==> config.mk <==
export PLATFORM = sky130hd
export DESIGN_NAME = pin_mode_decoder
export DESIGN_NICKNAME = d
export VERILOG_FILES = /design/src/rtl/ensd_pkg.sv /design/src/rtl/ensd_pin_front.sv /design/src/rtl/ensd_power_gate.sv /design/src/rtl/ensd_sync_qual.sv /design/src/rtl/ensd_cycle_gen.sv /design/src/rtl/pin_mode_decoder.sv
export SDC_FILE = /design/constraint.sdc
export NUM_CORES = 1
export LEC_CHECK = 0
export BUFFER_PORTS_ARGS = -buffer_cell sky130_fd_sc_hd__buf_2
export CAP_MARGIN = 40
export CORE_ASPECT_RATIO = 0.8
export CORE_MARGIN = 8
export CORE_UTILIZATION = 31
export CTS_CLUSTER_SIZE = 28
export DETAILED_ROUTE_END_ITERATION = 10
export PLACE_DENSITY_LB_ADDON = 0.25
export SLEW_MARGIN = 30
export SYNTH_ARGS = -nofsm -noshare
export SYNTH_HDL_FRONTEND = slang
export SYNTH_HIERARCHICAL = 1
export SYNTH_SLANG_ARGS = --single-unit
==> constraint.sdc <==
create_clock -name clk -period 6.9 [get_ports clk]
set_input_delay 0.69 -clock clk [delete_from_list [all_inputs] [get_ports clk]]
set_output_delay 0.69 -clock clk [all_outputs]
set_load 0.01 [all_outputs]
==> src/rtl/ensd_pkg.sv <==
package ensd_pkg;
  // Clocks without a falling edge before the pin is taken as a static level.
  function automatic int unsigned timeout_clks(input int unsigned period);
    return (period * 7) / 2;
  endfunction

  // Longest accepted sync spacing: frequency at least 80 % of nominal.
  function automatic int unsigned slow_limit(input int unsigned period);
    return (period * 5) / 4;
  endfunction

  // Low run needed before the regulator is switched off.
  function automatic int unsigned off_clks(input int unsigned period);
    return period * 7;
  endfunction
endpackage

==> src/rtl/ensd_pin_front.sv <==
module ensd_pin_front #(
  parameter int unsigned STAGES = 2
) (
  input  logic clk,
  input  logic rst_n,
  input  logic pin_i,
  output logic level_o,
  output logic rise_o,
  output logic fall_o
);
  logic [STAGES:0] shreg;

  always_ff @(posedge clk or negedge rst_n) begin
    if (!rst_n) shreg <= '0;
    else        shreg <= {shreg[STAGES-1:0], pin_i};
  end

  assign level_o = shreg[STAGES-1];
  assign rise_o  = shreg[STAGES-1] & ~shreg[STAGES];
  assign fall_o  = ~shreg[STAGES-1] & shreg[STAGES];
endmodule

==> src/rtl/ensd_power_gate.sv <==
module ensd_power_gate #(
  parameter int unsigned OFF_LIM = 140
) (
  input  logic clk,
  input  logic rst_n,
  input  logic level_i,
  input  logic uv_i,
  output logic run_o
);
  localparam int unsigned LW = $clog2(OFF_LIM + 1);

  logic [LW-1:0] low_run;
  logic          blocked;
  logic          running;
  logic          low_expired;

  assign low_expired = !level_i && (low_run == LW'(OFF_LIM));

  always_ff @(posedge clk or negedge rst_n) begin
    if (!rst_n) begin
      low_run <= '0;
      blocked <= 1'b0;
      running <= 1'b0;
    end else begin
      if (level_i)                    low_run <= '0;
      else if (low_run != LW'(OFF_LIM)) low_run <= low_run + 1'b1;

      if (uv_i && level_i) blocked <= 1'b1;
      else if (!level_i)   blocked <= 1'b0;

      if (uv_i)                                running <= 1'b0;
      else if (low_expired)                    running <= 1'b0;
      else if (level_i && !blocked && !running) running <= 1'b1;
    end
  end

  assign run_o = running;
endmodule

==> src/rtl/ensd_sync_qual.sv <==
module ensd_sync_qual #(
  parameter int unsigned MIN_CLKS = 18,
  parameter int unsigned MAX_CLKS = 25,
  parameter int unsigned TMO_CLKS = 70
) (
  input  logic clk,
  input  logic rst_n,
  input  logic run_i,
  input  logic rise_i,
  input  logic fall_i,
  output logic good_fall_o,
  output logic lock_o
);
  localparam int unsigned CW = $clog2(TMO_CLKS + 1);
  localparam int unsigned MW = CW + 1;
  localparam int unsigned XW = CW + 3;

  logic [CW-1:0] since_fall;
  logic [MW-1:0] low_len;
  logic [MW-1:0] span;
  logic [XW-1:0] low_x4;
  logic [XW-1:0] span_x1;
  logic [XW-1:0] span_x3;
  logic          have_prev;
  logic          have_rise;
  logic          lock_q;
  logic          span_ok;
  logic          duty_ok;
  logic          good;
  logic          expire;

  assign span    = {1'b0, since_fall} + 1'b1;
  assign low_x4  = {low_len, 2'b00};
  assign span_x1 = {2'b00, span};
  assign span_x3 = {2'b00, span} + {1'b0, span, 1'b0};
  assign span_ok = (span >= MW'(MIN_CLKS)) && (span <= MW'(MAX_CLKS));
  assign duty_ok = (low_x4 >= span_x1) && (low_x4 <= span_x3);
  assign good    = fall_i && have_prev && have_rise && span_ok && duty_ok;
  assign expire  = !fall_i && (since_fall == CW'(TMO_CLKS - 1));

  always_ff @(posedge clk or negedge rst_n) begin
    if (!rst_n) begin
      since_fall <= '0;
      low_len    <= '0;
      have_prev  <= 1'b0;
      have_rise  <= 1'b0;
      lock_q     <= 1'b0;
    end else begin
      if (fall_i) begin
        since_fall <= '0;
        have_prev  <= 1'b1;
        have_rise  <= 1'b0;
      end else begin
        if (since_fall != CW'(TMO_CLKS)) since_fall <= since_fall + 1'b1;
        if (expire) have_prev <= 1'b0;
        if (rise_i && have_prev) begin
          low_len   <= span;
          have_rise <= 1'b1;
        end
      end

      if (!run_i)      lock_q <= 1'b0;
      else if (fall_i) lock_q <= good;
      else if (expire) lock_q <= 1'b0;
    end
  end

  assign good_fall_o = good && run_i;
  assign lock_o      = lock_q;
endmodule

==> src/rtl/ensd_cycle_gen.sv <==
module ensd_cycle_gen #(
  parameter int unsigned PERIOD_CLKS = 20
) (
  input  logic clk,
  input  logic rst_n,
  input  logic run_i,
  input  logic lock_i,
  input  logic good_fall_i,
  output logic pulse_o
);
  localparam int unsigned PW = $clog2(PERIOD_CLKS);

  logic [PW-1:0] phase;
  logic          wrap;

  assign wrap = (phase == PW'(PERIOD_CLKS - 1));

  always_ff @(posedge clk or negedge rst_n) begin
    if (!rst_n) begin
      phase   <= '0;
      pulse_o <= 1'b0;
    end else begin
      if (!run_i || good_fall_i || wrap) phase <= '0;
      else                               phase <= phase + 1'b1;
      pulse_o <= run_i && (good_fall_i || (wrap && !lock_i));
    end
  end
endmodule

==> src/rtl/pin_mode_decoder.sv <==
module pin_mode_decoder
  import ensd_pkg::*;
#(
  parameter int unsigned PERIOD_CLKS   = 20,
  parameter int unsigned MIN_SYNC_CLKS = 18,
  parameter int unsigned SYNC_STAGES   = 2
) (
  input  logic clk,
  input  logic rst_n,
  input  logic pin_i,
  input  logic uv_i,
  output logic run_o,
  output logic sleep_o,
  output logic sync_lock_o,
  output logic cycle_start_o
);
  localparam int unsigned TMO_CLKS  = timeout_clks(PERIOD_CLKS);
  localparam int unsigned SLOW_CLKS = slow_limit(PERIOD_CLKS);
  localparam int unsigned OFF_CLKS  = off_clks(PERIOD_CLKS);

  logic level, rise, fall;
  logic running, lock, good_fall;

  ensd_pin_front #(.STAGES(SYNC_STAGES)) u_front (
    .clk(clk), .rst_n(rst_n), .pin_i(pin_i),
    .level_o(level), .rise_o(rise), .fall_o(fall)
  );

  ensd_power_gate #(.OFF_LIM(OFF_CLKS)) u_gate (
    .clk(clk), .rst_n(rst_n), .level_i(level), .uv_i(uv_i), .run_o(running)
  );

  ensd_sync_qual #(
    .MIN_CLKS(MIN_SYNC_CLKS), .MAX_CLKS(SLOW_CLKS), .TMO_CLKS(TMO_CLKS)
  ) u_qual (
    .clk(clk), .rst_n(rst_n), .run_i(running), .rise_i(rise), .fall_i(fall),
    .good_fall_o(good_fall), .lock_o(lock)
  );

  ensd_cycle_gen #(.PERIOD_CLKS(PERIOD_CLKS)) u_cyc (
    .clk(clk), .rst_n(rst_n), .run_i(running), .lock_i(lock),
    .good_fall_i(good_fall), .pulse_o(cycle_start_o)
  );

  assign run_o       = running;
  assign sleep_o     = ~running;
  assign sync_lock_o = lock;
endmodule

==> impl_metrics.toml, run 1 <==
[outcome]
status = "finished clean"

[placement]
gp_congestion = 0.806
place.detailed.hpwl_mm = 4.09
place_inst = 383
portBuffers = 7

[routing]
post-route-drc-count = 0
firstDrtPassIters = 4
ant_nets = 0
drt-initial-drc-count = 94
vias = 1887
wl_mm = 5.35
via_per_inst = 4.83
wl_per_cell_um = 13.7

[sta]
fmax_mhz = 208
finalCritPeriodShare_pct = 69.7
worst_slew_pin_slew_ns = 0.667
slew_headroom_pct = 55.2
setup_viol = 0
final_hold_viol_count = 0
setup_tns_ns = 0
post-route-min-period_ns = 4.81
drv_slew = 0
rsz0062_at_grt = "no"
finClkSkew_ns = 0.0129

[synthesis]
synth_area_per_cell_um2 = 9.68
ys_ff_latch = 37
synth.most_common_cell = "dfrtp_1"
synth_seq_area_share_pct = 35.3
synth_area_leaders = "dfrtp_1, ha_1, nand2_1"
synthCells = 271
synth_common_cells = "dfrtp_1, ha_1, nand2_1"
synth_largest_area_cell = "dfrtp_1"
synth_area_mm2 = 0.00262
ys.flop_type = "dfrtp_1"
async_reset_ff_share_pct = 100
ys_types = 64
yosysWarningCount = 6
syn_nets = 305
synth-edff-count = 0
synth.top_cell.area_share_pct = 35.3

[worst_setup_path]
start_kind = "flip-flop"
worst_setup_path_end_kind = "flip-flop"
worstPathRequired_ns = 7.08
crit_fanout = 11
path_class = "flip-flop to flip-flop"
cp.arrival_ns = 4.99
r2r_cells = 18

[clock_network]
cts_root_buf = "clkbuf_8"
path_clk_slew_ns = 0.08
cts_buffers = 5
hold_buffers = 0
clk_latency_ns = 0.29
cts_tree = "yes"
cts-resized-gates = 0
clkSinkCount = 37
htreeDepth = 2
clock_path_buffers = 2
postCtsSetupBuffers = 0

[power_and_ir_drop]
p_per_area_mw_per_mm2 = 275
leakage_nw = 1.34
irDropWorstVdd_mv = 0.145

[floorplan]
die_y_um = 98.3
die_w_um = 119
pin_count = 8
coreArea_mm2 = 0.00833
rows = 30
design.die.area_mm2 = 0.0117
initial_core_util_pct = 31.5

[global_routing]
grt.overflow.total = 0
grt_max_degree = 21
grt_use_total_pct = 9.65
grt_pass1_wl_mm = 9.33
grt_pass1_vias = 1872
antenna_found_initial = 0

[worst_hold_path]
hold_path.class = "input port to asynchronous set/reset pin"

[final_layout]
final_nets = 312
antenna_cells = 0
drive_gt1_share_pct = 13.6
area_growth_pct = 10.3
stdcell_count = 391

[run]
cap_violations = 0
power breakdown:
| group | leakage, nW | total (mW) | internal [mW] | switching (mW) |
|---|---|---|---|---|
| clock network | 0.0574 | 0.202 | 0.118 | 0.0839 |
| logic | 0.797 | 0.316 | 0.140 | 0.176 |
| registers | 0.485 | 0.279 | 0.240 | 0.0397 |
| total | 1.34 | 0.797 | 0.497 | 0.299 |
final timing paths:
kind                                                  startpoint                          endpoint  slack, ns
worst max-delay path            u_qual/since_fall[0]$_DFFE_PN0P_          u_cyc/phase[4]$_DFF_PN0_       2.09
worst min-delay path                                       rst_n  u_qual/since_fall[5]$_DFFE_PN0P_       0.34
worst max register to register  u_qual/since_fall[0]$_DFFE_PN0P_          u_cyc/phase[4]$_DFF_PN0_       2.09
worst min register to register        u_front/shreg[0]$_DFF_PN0_        u_front/shreg[1]$_DFF_PN0_       0.35
max in group asynchronous                                  rst_n     u_gate/low_run[0]$_DFFE_PN0P_       6.11
min in group clk                      u_front/shreg[0]$_DFF_PN0_        u_front/shreg[1]$_DFF_PN0_       0.35
kinds of logic after synthesis:
logic type / count (synthesis) / share of synthesized area, %
and+or+nand+nor: 95 / 21.1
xor gates and xnor gates: 15 / 6.01
adders and majority gates: 33 / 15.8
AOI/OAI and AO/OA: 58 / 14.8
muxes: 5 / 2.05
buffers and inverters: 28 / 4.91
DFF: 37 / 35.3
cells in the final DEF, fill, tap and decap left out, types with 3 or more instances in the layout:
master    Yosys  routed
xnor2_1       8       8
and3_1        3       3
clkbuf_8      0       6
a31oi_1       3       3
nor2_1       19      19
a211oi_1      3       3
a21o_1        4       4
a21oi_1       9       9
or3_1         3       3
nor2b_1       4       4
xor2_1        5       5
nor3_1        5       5
nand2_1      22      22
ha_1         29      29
nand3_1      11      11
inv_1        19      19
dfrtp_1      37      37
o21a_1        3       3
mux2_1        3       3
o211ai_1      3       3
buf_2         1       7
nand2b_1      5       5
o21ai_0      16      16
flip-flops by register name, summed over array words and instances, names as in the netlist:
signal             flops
u_gate/run_o           1
u_gate/low_run         8
u_qual/have_rise       1
u_cyc/phase            5
u_gate/blocked         1
u_qual/low_len         8
u_qual/lock_o          1
u_qual/have_prev       1
u_qual/since_fall      7
u_cyc/pulse_o          1
u_front/shreg          3
layer usage:
metal,up-vias,global-route usage [%],share of wire [%]
met5,-,0,0
met4,0,3.20,1.1
met3,5,1.79,2.1
met2,21,14.8,44
met1,896,13.3,53
li1,965,-,-
worst max-delay path: stages, from the launching register on:
cell	delay (ns)
dfrtp_1	0.51
ha_1	0.36
xnor2_1	0.53
inv_1	0.21
ha_1	0.33
and3_1	0.18
a211oi_1	0.32
maj3_1	0.26
o21ai_2	0.07
and4_1	0.19
nor3_1	0.19
ha_1	0.27
nand2_1	0.06
nor2_1	0.04
a211oi_1	0.22
o21ai_0	0.14
a2111oi_2	0.47
nand3b_2	0.25
nor2_1	0.07
metrics by stage:
stage / hold slack (ns) / worst slack [ns] / util [%] / total power, mW / cell area [µm²]
6_report: 0.336 / 2.09 / 34.7 / 0.797 / 2890
4_1_cts: 0.348 / 2.05 / 34.7 / 0.808 / 2890
5_1_grt: 0.369 / 1.74 / 34.7 / 0.864 / 2890
2_1_floorplan: 0.331 / 2.62 / - / 0.521 / 2620
3_3_place_gp: 0.333 / 2.31 / 32.9 / 0.594 / 2750
3_5_place_dp: 0.338 / 2.10 / 33.3 / 0.596 / 2770
layout make-up:
type / instances / area (µm²)
timing repair buffer: 8 / 62.6
sequential: 37 / 926
clock buffer: 6 / 82.6
tap: 112 / 140
inverter: 20 / 75.1
multi-input combinational: 206 / 1570
fill: 864 / 5440
clock inverter: 2 / 37.5
(Power assumes the default switching activity.)
==> inputs of run 2 (changes only) <==
==> constraint.sdc (replaced) <==
create_clock -name clk -period 4.7 [get_ports clk]
set_input_delay 0.47 -clock clk [delete_from_list [all_inputs] [get_ports clk]]
set_output_delay 0.47 -clock clk [all_outputs]
set_load 0.01 [all_outputs]
==> run 2 against run 1 <==
Fmax is 12% higher. Critical path depth is 1 higher. Clock skew is 0.0021 ns lower. Non-clock buffer count is 3 higher. Via count is 0.26% higher. Cell area is 0.78% higher. Register-to-register slack worse by 1.7 ns. Largest power group unchanged. Die area stayed put.
==> impl_metrics.toml, run 2 (synthesized netlist as in run 1, its figures left out) <==
[final_layout]
final_common_cell = "dfrtp_1"
antenna_cells = 0
area_growth_pct = 11.1
largestRegisters = "u_gate/low_run: 8 flops, u_qual/low_len: 8 flops, u_qual/since_fall: 7 flops"
stdcell_count = 394
drive_gt1_share_pct = 14.5
final_cell_mix = "dfrtp_1, ha_1, nand2_1"
final_nets = 315

[sta]
finalCritPeriodShare_pct = 91.2
fmax_mhz = 233
setup_viol = 0
slew_headroom_pct = 52.5
final_hold_viol_count = 0
setup_tns_ns = 0
post-route-min-period_ns = 4.29
worst_slew_pin_slew_ns = 0.707
finClkSkew_ns = 0.0107
drv_slew = 0
rsz0062_at_grt = "no"

[routing]
wl_per_cell_um = 13.4
vias = 1892
firstDrtPassIters = 4
wl_mm = 5.27
ant_nets = 0
post-route-drc-count = 0
via_per_inst = 4.80
drt-initial-drc-count = 102

[power_and_ir_drop]
p_per_area_mw_per_mm2 = 402
pwr-share-clk_pct = 24.7
p_sw_mw = 0.430
pwr-share-comb_pct = 41.2
p_sw_share_pct = 36.7
irDropWorstVdd_mv = 0.166
seqPwrFrac_pct = 34.1
leakage_nw = 1.35
p_int_mw = 0.742

[global_routing]
grt_max_degree = 22
grt_use_total_pct = 9.81
gr-usage-met3_pct = 1.79
grt_pass1_wl_mm = 9.57
antenna_found_initial = 0
grt-busiest-layer = "met2"
use_met2_pct = 15.9
grt.overflow.total = 0
grt.met1_usage_pct = 13.0
grt_pass1_vias = 1966

[worst_setup_path]
cp_slowest_cell = "a2111oi_2"
cp.arrival_ns = 4.47
crit_fanout = 7
r2r_start = "u_qual/since_fall[0]$_DFFE_PN0P_"
worst_setup_path_end_kind = "flip-flop"
crit_top_cell = "ha_1"
path_cells = "ha_1 -> xnor2_1 -> buf_4 -> inv_1 -> ha_1 -> and3_1 -> a211oi_1 -> maj3_1 -> o21ai_2 -> and4_1 -> nor3_1 -> ha_1 -> nand2_1 -> nor2_1 -> a211oi_1 -> o21ai_0 -> a2111oi_2 -> nand3b_2 -> nor2_1"
r2r_slack_ns = 0.41
path_class = "flip-flop to flip-flop"
r2r_cells = 19
worstPathRequired_ns = 4.88
reg2reg_to = "u_cyc/phase[2]$_DFF_PN0_"
start_kind = "flip-flop"
critical_path.max_stage_delay_ns = 0.49

[placement]
place.detailed.hpwl_mm = 4.02
place_inst = 386
gp_congestion = 0.766
portBuffers = 7

[floorplan]
die_w_um = 119
initial_core_util_pct = 31.5
design.die.area_mm2 = 0.0117
rows = 30
pin_count = 8
die_y_um = 98.3
coreArea_mm2 = 0.00833

[clock_network]
cts-resized-gates = 0
path_clk_slew_ns = 0.08
htreeDepth = 2
clkSinkCount = 37
postCtsSetupBuffers = 0
clock_path_buffers = 2
cts_tree = "yes"
cts_buffers = 5
clk_latency_ns = 0.29
hold_buffers = 0
cts_root_buf = "clkbuf_8"

[outcome]
status = "finished clean"

[worst_hold_path]
hold_path.class = "input port to asynchronous set/reset pin"

[run]
cap_violations = 0
-- run 2: cell count changes in the layout (fill, tap and decap cells not counted), sizes merged --
cell,before,now
buf,8,11
-- run 2: per-stage QoR --
stage                     utilization (%)  hold WS, ns  cell area, µm²  total power [mW]  setup slack [ns]
after CTS                            35.0        0.130            2920              1.19             0.417
final                                35.0        0.122            2920              1.17             0.411
after global placement               33.2        0.333            2770             0.888             0.561
after floorplan                         -        0.174            2620             0.765             0.417
after detailed placement             33.5        0.336            2800             0.889             0.417
after global routing                 35.0        0.145            2920              1.28            0.0893
-- run 2: layer usage --
metal	up-vias	routed length [µm]
met4	0	49
met2	16	2320
met5	-	0
met1	897	2800
li1	977	-
met3	2	110
-- run 2: worst max-delay path by stage --
stage,slack [ns],start,cells past startpoint,end
floorplan,0.42,u_qual/since_fall[0]$_DFFE_PN0P_,19,u_cyc/phase[2]$_DFF_PN0_
global placement,0.56,u_qual/since_fall[0]$_DFFE_PN0P_,19,u_cyc/phase[3]$_DFF_PN0_
detailed placement,0.42,u_qual/since_fall[0]$_DFFE_PN0P_,19,u_cyc/phase[4]$_DFF_PN0_
CTS,0.42,u_qual/since_fall[0]$_DFFE_PN0P_,19,u_cyc/phase[4]$_DFF_PN0_
global route,0.09,u_qual/since_fall[0]$_DFFE_PN0P_,19,u_cyc/phase[4]$_DFF_PN0_
finish,0.41,u_qual/since_fall[0]$_DFFE_PN0P_,19,u_cyc/phase[2]$_DFF_PN0_
-- run 2: worst max-delay path, delay by kind of cell, from the launching register on --
kind | cells | cell delay (ns)
compound gates | 5 | 1.25
fa+ha+maj | 4 | 1.12
simple gates | 7 | 1.00
flops | 1 | 0.38
buf+inv | 2 | 0.26
xor+xnor | 1 | 0.17
-- run 2: cell type report --
class                           count  area [µm²]
Tap cell                          112         140
Inverter                           20        75.1
Sequential cell                    37         926
Timing Repair Buffer               11        85.1
Clock buffer                        6        82.6
Fill cell                         872        5420
Multi-Input combinational cell    206        1570
Clock inverter                      2        37.5
-- run 2: power groups by stage --
stage / logic, mW / clock network (mW) / registers, mW
4_1_cts: 0.487 / 0.303 / 0.400
2_1_floorplan: 0.371 / 0 / 0.394
5_1_grt: 0.560 / 0.316 / 0.409
3_5_place_dp: 0.483 / 0 / 0.406
3_3_place_gp: 0.482 / 0 / 0.405
6_report: 0.483 / 0.289 / 0.400
==> inputs of run 3 (changes only) <==
--- a/config.mk
+++ b/config.mk
@@ -8,11 +8,12 @@
 export BUFFER_PORTS_ARGS = -buffer_cell sky130_fd_sc_hd__buf_2
 export CAP_MARGIN = 40
 export CORE_ASPECT_RATIO = 0.8
-export CORE_MARGIN = 8
+export CORE_MARGIN = 3
 export CORE_UTILIZATION = 31
 export CTS_CLUSTER_SIZE = 28
 export DETAILED_ROUTE_END_ITERATION = 10
 export PLACE_DENSITY_LB_ADDON = 0.25
+export REMOVE_ABC_BUFFERS = 1
 export SLEW_MARGIN = 30
 export SYNTH_ARGS = -nofsm -noshare
 export SYNTH_HDL_FRONTEND = slang
==> constraint.sdc (replaced) <==
create_clock -name clk -period 3.9 [get_ports clk]
set_input_delay 0.39 -clock clk [delete_from_list [all_inputs] [get_ports clk]]
set_output_delay 0.39 -clock clk [all_outputs]
set_load 0.01 [all_outputs]
==> run 3 against run 2 <==
Critical path depth grew 1. Hold slack gained 0.075 ns. Total power grew 47%. Combinational power grew 87%. Critical path type unchanged. Largest power group unchanged.
==> impl_metrics.toml, run 3 (synthesized netlist as in run 1, its figures left out) <==
[outcome]
status = "finished clean"

[final_layout]
final_common_cell = "dfrtp_1"
drive_gt1_share_pct = 31.0
fillers = 803
area_growth_pct = 25.7
final_nets = 343
stdcell_area_mm2 = 0.00330
final_cell_mix = "dfrtp_1, buf_4, ha_1"
antenna_cells = 0
multiInputGateArea_mm2 = 0.00173
seqCellArea_um2 = 927
largestRegisters = "u_gate/low_run: 8 flops, u_qual/low_len: 8 flops, u_qual/since_fall: 7 flops"

[floorplan]
design.die.area_mm2 = 0.00961
die_y_um = 88.3
rows = 29
pin_count = 8
coreArea_mm2 = 0.00809
initial_core_util_pct = 32.4
die_w_um = 109

[routing]
post-route-drc-count = 0
drt-initial-drc-count = 92
vias = 2007
via_per_inst = 4.80
firstDrtPassIters = 4
wl_mm = 5.79
ant_nets = 0
wl_per_cell_um = 13.8

[placement]
place.detailed.hpwl_mm = 4.26
portBuffers = 7
gp_congestion = 0.831
dp_slack_ns = -0.0962
dpl-instance-area_mm2 = 0.00293

[power_and_ir_drop]
p_per_area_mw_per_mm2 = 523
finalPower_mw = 1.73
leakage_nw = 1.48
irDropWorstVdd_mv = 0.332

[run]
cap_violations = 0

[clock_network]
cts_root_buf = "clkbuf_8"
path_clk_slew_ns = 0.09
cts_tree = "yes"
htreeDepth = 2
cts_buffers = 5
clock_path_buffers = 2
clkSinkCount = 37
clk_latency_ns = 0.29

[worst_setup_path]
cp_slowest_cell = "dfrtp_1"
worst_setup_path_end_kind = "flip-flop"
start_kind = "flip-flop"
path_cells = "buf_6 -> inv_4 -> ha_4 -> buf_4 -> ha_4 -> and3_4 -> a211oi_2 -> maj3_2 -> o21ai_2 -> buf_4 -> nor3_2 -> nor3_2 -> ha_1 -> nand2_1 -> nor2_1 -> a211oi_1 -> o21ai_1 -> a2111oi_4 -> nand3b_4 -> nor2_1"
critical_path.max_stage_delay_ns = 0.41
cp.arrival_ns = 4.01
worstPathRequired_ns = 4.09
path_class = "flip-flop to flip-flop"
crit_fanout = 5

[sta]
rsz0062_at_grt = "yes"
post-route-min-period_ns = 3.82
finClkSkew_ns = 0.0121
fmax_mhz = 261
final_hold_viol_count = 0
slew_headroom_pct = 61.1
drv_slew = 0
setup_viol = 0
worst_slew_pin_slew_ns = 0.582
finalCritPeriodShare_pct = 98.1
final.setup.worst_slack_ns = 0.0758

[global_routing]
grt.met1_usage_pct = 18.1
grt_max_degree = 26
grt_pass1_vias = 1916
antenna_found_initial = 0
grt-busiest-layer = "met2"
grt.overflow.total = 0
use_met2_pct = 20.2
gr-usage-met3_pct = 2.41
grt_pass1_wl_mm = 9.56
grt_use_total_pct = 12.8

[worst_hold_path]
hold_path.class = "input port to flip-flop"
run 3: cell count changes in the layout (fill, tap and decap cells not counted), sizes merged:
cell / delta
buf: +27
clkbuf: -1
dlygate4sd3: +1
clkinv: +1
run 3: what timing repair did:
item,in CTS,in global routing
setup buffers,4,5
hold endpoints to repair,12,0
gates resized for setup,10,30
setup endpoints to repair,7,7
pin swaps,7,26
hold buffers,1,0
run 3: path summary, 6_finish.rpt:
path	cells after the start	from	to	slack (ns)
min in group asynchronous	2	rst_n	u_qual/since_fall[5]$_DFFE_PN0P_	0.53
setup / recovery	20	u_qual/since_fall[1]$_DFFE_PN0P_	u_cyc/phase[1]$_DFF_PN0_	0.08
setup reg to reg	20	u_qual/since_fall[1]$_DFFE_PN0P_	u_cyc/phase[1]$_DFF_PN0_	0.08
hold / removal	1	pin_i	u_front/shreg[0]$_DFF_PN0_	0.20
hold reg to reg	0	u_front/shreg[0]$_DFF_PN0_	u_front/shreg[1]$_DFF_PN0_	0.36
max in group asynchronous	3	rst_n	u_qual/low_len[4]$_DFFE_PN0P_	2.93
run 3: stage by stage:
step / utilization [%] / instances / setup TNS (ns) / hold slack, ns
after floorplan: - / 263 / -2.00 / 0.0944
after global placement: 35.9 / 400 / -0.494 / 0.332
after detailed placement: 36.2 / 401 / -0.467 / 0.315
after CTS: 38.9 / 414 / 0 / 0.188
after global routing: 40.7 / 418 / -0.385 / 0.182
final: 40.7 / 418 / 0 / 0.197
run 3: critical path: cells and delay by family (launching register included):
kind            cells  cell delay (ns)
simple gates        7             0.81
buf+inv             4             0.47
flops               1             0.41
fa+ha+maj           4             1.06
compound gates      5             0.93
run 3: report_power, final:
group,switching [mW],internal [mW],leakage [nW],total (mW)
Sequential,0.0529,0.425,0.483,0.478
Clock,0.153,0.192,0.0543,0.345
Combinational,0.439,0.463,0.947,0.902
Total,0.645,1.08,1.48,1.73
run 3: routing by layer:
layer	routed length [µm]	vias to the layer above	part of all wire, %
met4	51	0	0.88
li1	-	1034	-
met1	2930	953	51
met3	107	4	1.8
met5	0	-	0
met2	2700	16	47
run 3: area by class of cell:
| class | instances | share of cell area, % |
|---|---|---|
| multi-input combinational | 206 | 52.6 |
| sequential | 37 | 28.1 |
| timing repair buffer | 39 | 9.15 |
| tap | 108 | 4.10 |
| inverter | 20 | 2.58 |
| clock buffer | 5 | 2.09 |
| clock inverter | 3 | 1.40 |
